==> src/rtl/msg_dispatch_pkg.sv <==
package msg_dispatch_pkg;
  localparam int STATE_W = 5;
  localparam int EVT_W   = 5;

  localparam logic [EVT_W-1:0] EV_LOAD       = 5'd0;
  localparam logic [EVT_W-1:0] EV_STORE      = 5'd1;
  localparam logic [EVT_W-1:0] EV_WRITEBACK  = 5'd2;
  localparam logic [EVT_W-1:0] EV_IN_DATAACK = 5'd3;
  localparam logic [EVT_W-1:0] EV_IN_ACK     = 5'd4;
  localparam logic [EVT_W-1:0] EV_INVAL      = 5'd5;
  localparam logic [EVT_W-1:0] EV_IN_INV_OWN = 5'd6;
  localparam logic [EVT_W-1:0] EV_IN_INV_OTH = 5'd7;
  localparam logic [EVT_W-1:0] EV_EVICT      = 5'd8;
  localparam logic [EVT_W-1:0] EV_FWD_EXCL   = 5'd9;
  localparam logic [EVT_W-1:0] EV_FWD_SHARED = 5'd10;
  localparam logic [EVT_W-1:0] EV_DATA       = 5'd11;
  localparam logic [EVT_W-1:0] EV_DATA_EXCL  = 5'd12;
  localparam logic [EVT_W-1:0] EV_DATA_PEER  = 5'd13;
  localparam logic [EVT_W-1:0] EV_DATA_DONE  = 5'd14;
  localparam logic [EVT_W-1:0] EV_ACK        = 5'd15;
  localparam logic [EVT_W-1:0] EV_ACK_DONE   = 5'd16;
  localparam logic [EVT_W-1:0] EV_WB_ACK     = 5'd17;
  localparam logic [EVT_W-1:0] EV_ERROR      = 5'd18;

  localparam logic [STATE_W-1:0] LS_READ_PEND     = 5'd7;
  localparam logic [STATE_W-1:0] LS_READ_PEND_INV = 5'd10;

  typedef struct packed {
    logic takeRsp;
    logic takeFwd;
    logic takeReq;
    logic redirect;
  } dispatch_strobe_t;

  function automatic logic innerHeld(input logic [STATE_W-1:0] st);
    case (st)
      5'd1, 5'd3, 5'd5, 5'd13, 5'd14, 5'd15, 5'd17: innerHeld = 1'b1;
      default: innerHeld = 1'b0;
    endcase
  endfunction
endpackage

==> src/rtl/msg_dispatch_ctrl.sv <==
module msg_dispatch_ctrl
  import msg_dispatch_pkg::*;
(
  input  logic       rspValid,
  input  logic       rspStall,
  input  logic       fwdValid,
  input  logic       fwdStall,
  input  logic       reqValid,
  input  logic       reqStall,
  input  logic [2:0] reqKind,
  input  logic       reqLinePresent,
  input  logic       wayFree,
  output dispatch_strobe_t strobe
);
  logic rspElig, fwdElig, reqElig, reqIsAccess;

  always_comb begin
    rspElig     = rspValid & ~rspStall;
    fwdElig     = fwdValid & ~fwdStall;
    reqElig     = reqValid & ~reqStall;
    reqIsAccess = (reqKind <= 3'd3);
    strobe.takeRsp  = rspElig;
    strobe.takeFwd  = fwdElig & ~rspElig;
    strobe.takeReq  = reqElig & ~rspElig & ~fwdElig;
    strobe.redirect = strobe.takeReq & reqIsAccess & ~reqLinePresent & ~wayFree;
  end
endmodule

==> src/rtl/msg_dispatch_path.sv <==
module msg_dispatch_path
  import msg_dispatch_pkg::*;
#(
  parameter int ADDR_W = 32,
  parameter int ACK_W  = 4
) (
  input  logic                clk,
  input  logic                rstN,
  input  dispatch_strobe_t    strobe,
  input  logic [1:0]          rspKind,
  input  logic [ADDR_W-1:0]   rspAddr,
  input  logic                rspFromPeer,
  input  logic [ACK_W-1:0]    rspAckCnt,
  input  logic [ACK_W-1:0]    rspPendAcks,
  input  logic [STATE_W-1:0]  rspLineState,
  input  logic [2:0]          fwdKind,
  input  logic [ADDR_W-1:0]   fwdAddr,
  input  logic                fwdLinePresent,
  input  logic [STATE_W-1:0]  fwdLineState,
  input  logic [2:0]          reqKind,
  input  logic [ADDR_W-1:0]   reqAddr,
  input  logic [ADDR_W-1:0]   victimAddr,
  input  logic                victimPresent,
  input  logic [STATE_W-1:0]  victimState,
  output logic                evtValid,
  output logic [EVT_W-1:0]    evtCode,
  output logic [ADDR_W-1:0]   evtAddr
);
  logic [EVT_W-1:0]  rspCode, fwdCode, reqCode, nextCode;
  logic [ADDR_W-1:0] nextAddr;
  logic              acksSettle, readPending;

  // Response classification
  always_comb begin
    acksSettle  = (rspPendAcks == rspAckCnt);
    readPending = (rspLineState == LS_READ_PEND) || (rspLineState == LS_READ_PEND_INV);
    case (rspKind)
      2'd0: begin
        if (rspFromPeer && readPending) rspCode = EV_DATA_PEER;
        else if (acksSettle)            rspCode = EV_DATA_DONE;
        else                            rspCode = EV_DATA;
      end
      2'd1:    rspCode = EV_DATA_EXCL;
      2'd2:    rspCode = acksSettle ? EV_ACK_DONE : EV_ACK;
      default: rspCode = EV_WB_ACK;
    endcase
  end

  // Forwarded request classification
  always_comb begin
    if (fwdKind > 3'd3)                                fwdCode = EV_ERROR;
    else if (fwdLinePresent && innerHeld(fwdLineState)) fwdCode = EV_IN_INV_OTH;
    else begin
      case (fwdKind)
        3'd0:       fwdCode = EV_INVAL;
        3'd1, 3'd2: fwdCode = EV_FWD_EXCL;
        default:    fwdCode = EV_FWD_SHARED;
      endcase
    end
  end

  // Inner message classification
  always_comb begin
    if (strobe.redirect) begin
      reqCode = (victimPresent && innerHeld(victimState)) ? EV_IN_INV_OWN : EV_EVICT;
    end else begin
      case (reqKind)
        3'd0:       reqCode = EV_LOAD;
        3'd1, 3'd2: reqCode = EV_STORE;
        3'd3:       reqCode = EV_WRITEBACK;
        3'd4:       reqCode = EV_IN_DATAACK;
        3'd5:       reqCode = EV_IN_ACK;
        default:    reqCode = EV_ERROR;
      endcase
    end
  end

  always_comb begin
    nextCode = reqCode;
    nextAddr = strobe.redirect ? victimAddr : reqAddr;
    if (strobe.takeRsp) begin
      nextCode = rspCode;
      nextAddr = rspAddr;
    end else if (strobe.takeFwd) begin
      nextCode = fwdCode;
      nextAddr = fwdAddr;
    end
  end

  always_ff @(posedge clk) begin
    if (!rstN) begin
      evtValid <= 1'b0;
      evtCode  <= '0;
      evtAddr  <= '0;
    end else begin
      evtValid <= strobe.takeRsp | strobe.takeFwd | strobe.takeReq;
      evtCode  <= nextCode;
      evtAddr  <= nextAddr;
    end
  end
endmodule

==> src/rtl/msg_dispatch.sv <==
module msg_dispatch
  import msg_dispatch_pkg::*;
#(
  parameter int ADDR_W = 32,
  parameter int ACK_W  = 4
) (
  input  logic                clk,
  input  logic                rstN,
  input  logic                rspValid,
  input  logic [1:0]          rspKind,
  input  logic [ADDR_W-1:0]   rspAddr,
  input  logic                rspStall,
  input  logic                rspFromPeer,
  input  logic [ACK_W-1:0]    rspAckCnt,
  input  logic [ACK_W-1:0]    rspPendAcks,
  input  logic [4:0]          rspLineState,
  input  logic                fwdValid,
  input  logic [2:0]          fwdKind,
  input  logic [ADDR_W-1:0]   fwdAddr,
  input  logic                fwdStall,
  input  logic                fwdLinePresent,
  input  logic [4:0]          fwdLineState,
  input  logic                reqValid,
  input  logic [2:0]          reqKind,
  input  logic [ADDR_W-1:0]   reqAddr,
  input  logic                reqStall,
  input  logic                reqLinePresent,
  input  logic                wayFree,
  input  logic [ADDR_W-1:0]   victimAddr,
  input  logic                victimPresent,
  input  logic [4:0]          victimState,
  output logic                rspPop,
  output logic                fwdPop,
  output logic                reqPop,
  output logic                evtValid,
  output logic [4:0]          evtCode,
  output logic [ADDR_W-1:0]   evtAddr
);
  dispatch_strobe_t strobe;

  msg_dispatch_ctrl uCtrl (
    .rspValid(rspValid), .rspStall(rspStall),
    .fwdValid(fwdValid), .fwdStall(fwdStall),
    .reqValid(reqValid), .reqStall(reqStall),
    .reqKind(reqKind), .reqLinePresent(reqLinePresent),
    .wayFree(wayFree), .strobe(strobe)
  );

  msg_dispatch_path #(.ADDR_W(ADDR_W), .ACK_W(ACK_W)) uPath (
    .clk(clk), .rstN(rstN), .strobe(strobe),
    .rspKind(rspKind), .rspAddr(rspAddr), .rspFromPeer(rspFromPeer),
    .rspAckCnt(rspAckCnt), .rspPendAcks(rspPendAcks), .rspLineState(rspLineState),
    .fwdKind(fwdKind), .fwdAddr(fwdAddr), .fwdLinePresent(fwdLinePresent),
    .fwdLineState(fwdLineState),
    .reqKind(reqKind), .reqAddr(reqAddr),
    .victimAddr(victimAddr), .victimPresent(victimPresent), .victimState(victimState),
    .evtValid(evtValid), .evtCode(evtCode), .evtAddr(evtAddr)
  );

  assign rspPop = strobe.takeRsp;
  assign fwdPop = strobe.takeFwd;
  assign reqPop = strobe.takeReq & ~strobe.redirect;
endmodule

==> config.mk <==
export PLATFORM = sky130hd
export DESIGN_NAME = msg_dispatch
export DESIGN_NICKNAME = d
export VERILOG_FILES = /design/src/rtl/msg_dispatch_pkg.sv /design/src/rtl/msg_dispatch_ctrl.sv /design/src/rtl/msg_dispatch_path.sv /design/src/rtl/msg_dispatch.sv
export SDC_FILE = /design/constraint.sdc
export NUM_CORES = 1
export LEC_CHECK = 0
export BUFFER_PORTS_ARGS = -buffer_cell sky130_fd_sc_hd__buf_2
export CAP_MARGIN = 30
export CORE_AREA = 2 2 82 84
export DETAILED_ROUTE_END_ITERATION = 8
export DIE_AREA = 0 0 84 86
export HOLD_SLACK_MARGIN = 0.02
export MAX_ROUTING_LAYER = met4
export PLACE_DENSITY = 0.73
export SETUP_SLACK_MARGIN = 0.02
export SLEW_MARGIN = 20
export SYNTH_ARGS = -nofsm -noshare
export SYNTH_HDL_FRONTEND = slang
export SYNTH_SLANG_ARGS = --single-unit
export TNS_END_PERCENT = 5
==> constraint.sdc <==
create_clock -name clk -period 1.9 [get_ports clk]
set_input_delay 0.285 -clock clk [delete_from_list [all_inputs] [get_ports clk]]
set_output_delay 0.285 -clock clk [all_outputs]
set_load 0.01 [all_outputs]
==> results.tsv <==
stage	metric	value	unit
logic_synthesis	Yosys reg bits	38	
cells_and_area	post-route design area	3400	µm²
cells_and_area	share of post-route cells with drive strength above 1	0.521	
power_and_ir_drop	Peak VDD IR	0.308	mV
route	# DRC	0	
logic_synthesis	Synth Area in Simple Gates	0.149	
die	row cnt	29	
timing	Final Critical Period	1.61	ns
grt	GRT overflow	0	
logic_synthesis	synth warn	0	
placement	post-DP HPWL	6340	µm
clocking	Post-CTS Setup Inserts	0	
worst_setup_path	critical path class	primary input to output port	
cells_and_area	Util after Layout	0.542	
logic_synthesis	post-synthesis adder-cell area fraction	0	
cells_and_area	nets	622	
timing	Peak Freq	622	MHz
clocking	CTS buffer count	5	
timing	Slew headroom	0.697	
timing	total negative slack	0	ns
die	chip height	86	µm
logic_synthesis	Unique masters post-synth	42	
worst_setup_path	slowest cell on the critical path	inv_1	
grt	initial antenna violation count	0	
clocking	CTS clock-pin slew for the worst setup and hold paths	0.07	ns
route	drt pass-1 iters	4	
route	detailed-route vias per instance	5.06	
flow_run	max-cap viol count	0	
grt	gr usage total	0.211	
die	Ports	213	
worst_setup_path	Req. time, crit path	1.62	ns
grt	largest net degree at the start of global routing	30	
route	Starting DRT DRC Count	57	
clocking	Sink Count	38	
clocking	TritonCTS clock tree	done	
min_path	min-delay worst type	primary input to flop	
timing	Slew Viols, Final	0	
route	WL/cell	14.7	µm
placement	routability cong.	0.900	
worst_setup_path	CP bufs+invs	3	
grt	number of global-route vias before repair	2650	
placement	Placement Setup Slack	0.215	ns
timing	# setup viols final	0	
route	DR vias	2673	
logic_synthesis	most area-hungry cell type in the Yosys netlist	dfxtp_1	
power_and_ir_drop	leakage power	1.91	nW
logic_synthesis	Top FF cell, synth	dfxtp_1	
die	Chip Width	84	µm
clocking	number of H-tree levels	2	
die	initial core utilization	0.345	
placement	placed cell count	520	
clocking	maximum clock insertion buffer count	2	
placement	PortBufs	212	
worst_setup_path	CP arrival	1.32	ns
route	post-route ant nets	0	
route	DRT Wirelength	7750	µm
die	Placeable Area	6280	µm²
clocking	Clock Tree Root	clkbuf_8	
cells_and_area	Area Growth Syn to Fin	57.0	%
worst_setup_path	Crit path top cell by count	buf_2	
logic_synthesis	multiplexer share of the synthesized area	0.162	
logic_synthesis	post-synth top area share	0.351	
logic_synthesis	dominant cell by count in the synthesized netlist	dfxtp_1	
logic_synthesis	cell area after synthesis	2170	µm²
clocking	Resized cells post-CTS	0	
placement	Placed Area	3310	µm²
worst_setup_path	Critical Path Start Type	primary input	
timing	Period Utilization, post-route	0.846	
logic_synthesis	Seq/Total Area, Yosys	0.351	
logic_synthesis	largest family of logic cells by synthesized area	compound AO/OA/AOI/OAI gates	
timing	Worst Tran Pin Value	0.455	ns
timing	Hold Violations, Final	0	
worst_setup_path	Max FO, Critical Path	12	
timing	final setup margin	0.292	ns
logic_synthesis	largest cells by area after synthesis	dfxtp_1 (35%), mux2i_1 (16%), o221ai_1 (8.9%)	
power_and_ir_drop	pwr dens	588	nW/µm²
cells_and_area	ANT cells	0	
logic_synthesis	XOR/XNOR share of the synthesized area	0.0202	
worst_setup_path	CP Capture Type	output port	
status	status	complete, no violations	
logic_synthesis	Mapped Cells	239	
logic_synthesis	synthesized area per cell	9.06	µm²
grt	first-pass GRT wire length	12100	µm
logic_synthesis	syn_nets	411	
logic_synthesis	top cells by count, synth	dfxtp_1 (38), mux2i_1 (35), a21oi_1 (25)	
worst_setup_path	CP top delay family	buffers and inverters	
timing	RSZ-0062 raised after global routing	false	
logic_synthesis	ys async rst share	0	
cells_and_area	Finished Layout Cells	528	
worst_setup_path	CP cell instances	buf_2, and2b_2, nand2_1, inv_1, buf_2	
worst_setup_path	slowest stage delay, CP	0.32	ns
logic_synthesis	EDFF count, synth	0	
clocking	hold_buf cts	0	
logic_synthesis	compound-gate portion of the synthesized area	0.267	
die	Die ar.	7220	µm²
-- power breakdown --
part / switching (mW) / internal [mW]
logic: 0.266 / 0.282
registers: 0.0147 / 0.861
clock network: 0.282 / 0.293
-- path summary, 6_finish.rpt --
path | slack [ns] | cells after the start | to | startpoint
setup / recovery | 0.29 | 5 | fwdPop | fwdStall
hold / removal | 0.29 | 3 | uPath.evtAddr[13] | victimAddr[13]
-- state kept, by name (all words and copies together) (netlist names) --
| name | count |
|---|---|
| uPath.evtValid | 1 |
| uPath.evtCode | 5 |
| uPath.evtAddr | 32 |
-- cell type report --
| class | instances | area, µm² |
|---|---|---|
| clock inverters | 1 | 5.00 |
| flip-flops and latches | 38 | 761 |
| inverters | 4 | 15.0 |
| well taps | 77 | 96.3 |
| fillers | 608 | 2880 |
| multi-input cells | 179 | 1300 |
| repair buffers | 222 | 1140 |
| clock buffers | 7 | 86.3 |
-- stage by stage --
stage | total power, mW | hold WS (ns)
6_report | 2.00 | 0.292
5_1_grt | 2.12 | 0.285
4_1_cts | 2.02 | 0.285
3_5_place_dp | 1.44 | 0.581
3_3_place_gp | 1.43 | 0.580
2_1_floorplan | 1.13 | 0.482
-- cells in the final DEF (no fill, tap or decap), types with 2 or more instances in the layout --
cell type / n
buf_2: 212
dfxtp_1: 38
mux2i_1: 35
a21oi_1: 25
o221ai_1: 22
o21ai_0: 16
and2_1: 11
a22oi_1: 10
buf_4: 10
nand2_1: 7
nor2_1: 6
clkbuf_8: 6
xor2_1: 5
nand2b_1: 4
inv_1: 4
nor3_1: 4
nand3b_1: 4
a31oi_1: 3
or4b_1: 2
nand4b_1: 2
o211ai_1: 2
-- layer usage --
layer / track usage / part of all wire
met1: 0.228 / 0.39
met2: 0.398 / 0.53
met3: 0.0423 / 0.071
met4: 0.0469 / 0.011
met5: - / 0
-- logic make-up after synthesis --
| family | Yosys count |
|---|---|
| AO/OA/AOI/OAI | 86 |
| multiplexers | 35 |
| AND/OR/NAND/NOR | 53 |
| XOR/XNOR | 5 |
| flip-flops | 38 |
| buffers and inverters | 22 |
Note: power is estimated with default switching activity, not from simulation.
